## src/rtl/wr_order_ctrl.sv

```systemverilog
module wr_order_ctrl #(
  parameter int VC_W = 2,
  parameter int TAG_W = 8,
  parameter int CNT_W = 4,
  parameter logic [TAG_W-1:0] FENCE_TAG = TAG_W'('h21)
) (
  input  logic             clk,
  input  logic             rst_n,
  input  logic [1:0]       cfg_vc1_mode,
  input  logic             cfg_vc0_strict,
  input  logic             cfg_no_alloc,
  input  logic             req_valid,
  output logic             req_ready,
  input  logic [VC_W-1:0]  req_vc,
  input  logic             req_ro,
  input  logic             req_snoop,
  input  logic             req_full_line,
  input  logic [TAG_W-1:0] req_tag,
  output logic [2:0]       issue_cmd,
  input  logic             obs_pulse
);

  localparam logic [CNT_W-1:0] CNT_MAX = {CNT_W{1'b1}};
  localparam logic [1:0] MODE_FENCE = 2'b10;
  localparam logic [1:0] MODE_RO    = 2'b11;

  logic [CNT_W-1:0] cnt_q;
  logic relaxed, need_drain, drained, full, fire, retire;

  assign relaxed = req_ro & ~req_snoop;
  assign drained = (cnt_q == '0);
  assign full    = (cnt_q == CNT_MAX);

  always_comb begin
    if (req_vc == VC_W'(0))
      need_drain = cfg_vc0_strict | ~relaxed;
    else if (req_vc == VC_W'(1))
      case (cfg_vc1_mode)
        MODE_FENCE: need_drain = (req_tag == FENCE_TAG);
        MODE_RO:    need_drain = ~relaxed;
        default:    need_drain = 1'b1;
      endcase
    else
      need_drain = ~relaxed;
  end

  assign req_ready = ~full & (drained | ~need_drain);
  assign fire      = req_valid & req_ready;
  assign retire    = obs_pulse & ~drained;

  always_ff @(posedge clk or negedge rst_n)
    if (!rst_n)
      cnt_q <= '0;
    else if (fire != retire)
      cnt_q <= fire ? cnt_q + 1'b1 : cnt_q - 1'b1;

  assign issue_cmd = {~cfg_no_alloc & req_snoop, req_snoop, req_full_line};

endmodule


```

## config.mk

```make
export PLATFORM = sky130hd
export DESIGN_NAME = wr_order_ctrl
export DESIGN_NICKNAME = d
export VERILOG_FILES = /design/src/rtl/wr_order_ctrl.sv
export SDC_FILE = /design/constraint.sdc
export NUM_CORES = 1
export LEC_CHECK = 0
export BUFFER_PORTS_ARGS = -buffer_cell sky130_fd_sc_hd__buf_2
export CORE_AREA = 5 5 42 44
export DETAILED_ROUTE_END_ITERATION = 10
export DIE_AREA = 0 0 47 49
export PLACE_DENSITY = 0.63
export SLEW_MARGIN = 20
export SYNTH_ARGS = -nofsm -noshare
export SYNTH_HDL_FRONTEND = slang
export SYNTH_SLANG_ARGS = --single-unit
```

## constraint.sdc

```tcl
create_clock -name clk -period 4.8 [get_ports clk]
set_clock_uncertainty 0.1 [all_clocks]
set_input_delay 0.48 -clock clk [delete_from_list [all_inputs] [get_ports clk]]
set_output_delay 0.48 -clock clk [all_outputs]
set_load 0.05 [all_outputs]
```

==> impl_summary.md <==
Status
The flow ran to the end, and the final reports show no timing, DRC or antenna violations.

Power
The power per unit of standard cell area is 519 nW/um2. Across the VDD grid, the largest voltage drop is 133 uV. The leakage component of the power is 0.268 nW.

Clock network
The number of buffers on the longest clock path is 2. Clock tree synthesis found a total of 4 sinks. The tree is rooted in a sky130_fd_sc_hd__clkbuf_4. The clock latency of the later-clocked register in the worst-skew pair is 230 ps. The CTS H-tree depth is 1. The number of clock buffers added by TritonCTS is 3. TritonCTS built the clock tree. After clock tree synthesis, the clock-pin slew on the worst setup and hold paths is 40 ps. Buffers added to address setup during post-CTS repair amount to 0.

Final layout
From synthesis to final layout, the design area changed by 37.2%. After the flow finishes, the layout carries non-filler instances totaling 82. 0 antenna diodes ended up in the layout. At the end of the flow the core is filled with cells to 0.388. The largest registers in the layout are cnt_q: 4 flops. The final net count is 92. The layout cell share with drive strength beyond 1 is 0.470.

The register with the highest flop count is cnt_q. The flip-flop count of the largest register after layout is 4.

GRT
The via count of the first global-routing pass came to 399. The global-route wire length before repair is 1.41 mm. The number of antenna violations at the first check in global routing was 0.

For this run, the total global-route usage over all layers was measured as 0.0820. The maximum number of pins on one net before global-route repair is 7. The total overflow left after global routing is 0.

Place
After detailed placement, the design holds a cell count of 78. The number of I/O port buffers is 22. Detailed placement ended at an HPWL of 751 um. The last weighted congestion value of the routability-driven placer is 0.666.

Worst hold path
The worst min-delay path class is reg -> reg. The destination of the worst hold path is cnt_q[3]. Counting instances, the worst hold path has a depth of 1. In this run the most critical hold path is launched from cnt_q[3].

Worst setup path
The standard cell with the maximum stage delay on the critical path is sky130_fd_sc_hd__nor4b_1. The family of cells with the greatest summed delay on the critical path is simple AND/OR/NAND/NOR gates. The data arrival time of the critical path is 2450 ps.

The largest stage delay on the critical path is 280 ps. Along the worst path, the maximum fanout reaches 3. The setup path with the least slack is of type in -> reg. For the worst flop-to-flop path, the logic depth is 9. STA classifies the critical path endpoint as a flip-flop.

The required time of the critical path is 4810 ps. In this run the register-to-register setup slack is 2430 ps. The worst register-to-register path ends at cnt_q[3]. Together, buffers and inverters on the worst path number 2.

The signal on the critical path passes through buf_2 > nor4b_1 > and4_1 > o21ai_2 > o221a_4 > inv_2 > ha_1 > a21o_1 > a21oi_1 > and3_1 > mux2i_1 > xnor2_1. The element type at the critical path start is a primary input. The worst register-to-register path begins at cnt_q[0].

Logic synthesis
The number of nets handed over by synthesis was 66. The most used flip-flop cell after synthesis is sky130_fd_sc_hd__dfrtp_1. The mapped cell area is 397 um2. The number of synthesized register bits is 4. The sequential-to-total area share from yosys stat is 0.252. In the post-synthesis netlist, the biggest area contributors are sky130_fd_sc_hd__dfrtp_1 (25%), sky130_fd_sc_hd__mux2_4 (7.6%), sky130_fd_sc_hd__ha_1 (6.3%). Of the post-synthesis cell area, the dominant cell type holds 0.252. Yosys mapped the design onto 26 distinct sky130hd cell types.

The synthesized design spends more area on one cell type than any other, namely sky130_fd_sc_hd__dfrtp_1. For this run, asynchronously set or reset flops after synthesis account for 1.00. The synthesized instance count is 42. The mean cell area of the mapped netlist is 9.44 um2. The Yosys warning count is 0. Yosys mapped a number of flops with a built-in enable equal to 0.

STA
The smallest clock period supported by the final layout is computed as 2440 ps. The hold violation total from the final report is 0. Setup violations remaining at the end of the flow were counted as 0.

The fmax is 411 MHz. Adding up every negative setup slack in the final design gives 0 ps. The headroom to the max-slew limit is 0.799. Setup repair after global routing left no endpoint under its margin. The worst hold slack is 432 ps.

Of the available clock period, the critical path in the final layout requires 0.507. The number of pins exceeding their max-slew limit in the final report is 0. At the pin with the least slew margin, the transition time is 299 ps.

Floorplanning
Pin placement for this block handled 25 I/O pins. The core box area is 1400 um2. The die is 47 um wide. From bottom edge to top edge, the die measures 49 um. For this configuration, the core starts out at a cell density of 0.283. The row count is 14.

The die covers 2300 um2.

Drt
The final layout contains routed wiring with a total length of 856 um. The detail-routed net length per standard cell is 10.4 um. The routed via count divided by cell count is 4.62. The count of vias placed by the detailed router is 379. After detailed routing, the number of remaining DRC violations is 0. The residual antenna-violating net count after detailed routing is 0. Before antenna repair, the detailed router went through 3 iterations. After the first detailed-routing iteration, the DRC count stood at 1.

Run
Across the run, the number of max-cap violations was 0.
-- how the worst max path moves through the flow --
stage,start,end,depth (start not counted)
floorplan,req_tag[3],cnt_q[3],11
global placement,req_tag[3],cnt_q[3],12
global route,req_tag[3],cnt_q[3],12
CTS,req_tag[3],cnt_q[3],12
detailed placement,req_tag[3],cnt_q[3],12
finish,req_tag[3],cnt_q[3],12
-- where the power goes --
part           switching (mW)  leakage (nW)  total [mW]  internal [mW]
clock network          0.0143        0.0138      0.0423         0.0280
registers              0.0315        0.0468      0.0846         0.0531
logic                  0.0721         0.207       0.156         0.0837
-- cells by family after synthesis --
| group | after synthesis | share of synthesized area |
|---|---|---|
| AND/OR/NAND/NOR | 16 | 0.208 |
| AO/OA/AOI/OAI | 8 | 0.161 |
| XOR/XNOR | 4 | 0.107 |
| buffers and inverters | 4 | 0.0568 |
| flip-flops | 4 | 0.252 |
| multiplexers | 3 | 0.101 |
| adder cells (fa/ha/maj) | 3 | 0.114 |
-- placed cells by master, fill, tap and decap left out, drive strengths merged, types with 2 or more instances in the layout --
master  synthesis  final
xor2            2      2
dfrtp           4      4
nor2b           2      2
xnor2           2      2
o21ai           2      2
nand2           3      3
nor2            5      5
ha              2      2
buf             2     22
a21oi           3      3
mux2            2      2
clkbuf          0      3
inv             2      2
-- per-stage QoR --
step	cell area [um2]	power (mW)	worst slack, ps
after floorplan	397	0.210	2360
after global placement	512	0.236	2130
after detailed placement	512	0.243	2100
after CTS	544	0.289	2360
after global routing	544	0.312	2200
final	544	0.283	2360
-- metal layers --
metal	vias to the layer above	routed length [um]	share of wire	global-route usage
met5	-	0	0	0
met4	0	0	0	0.0691
met3	0	93	0.11	0.0111
met2	21	376	0.44	0.113
met1	163	386	0.45	0.107
li1	195	-	-	-
-- timing repair --
action,4_1_cts,5_1_grt
hold endpoints to repair,4,0
hold buffers,1,0
resized for setup,0,0
-- synthesized netlist by cell type (2+ instances only) --
master and count:
sky130_fd_sc_hd__dfrtp_1 4, sky130_fd_sc_hd__nor2_1 5, sky130_fd_sc_hd__a21oi_1 3, sky130_fd_sc_hd__nor2b_1 2
sky130_fd_sc_hd__xnor2_1 2, sky130_fd_sc_hd__ha_1 2, sky130_fd_sc_hd__mux2_4 2, sky130_fd_sc_hd__buf_4 2
sky130_fd_sc_hd__nand2_1 3
-- layout make-up --
type	instances	area (um2)
well taps	16	20.0
repair buffers	23	120
fillers	151	857
flip-flops and latches	4	100
multi-input cells	34	274
clock buffers	3	22.5
inverters	2	7.51
No activity file was read; power rests on OpenSTA's default activity.
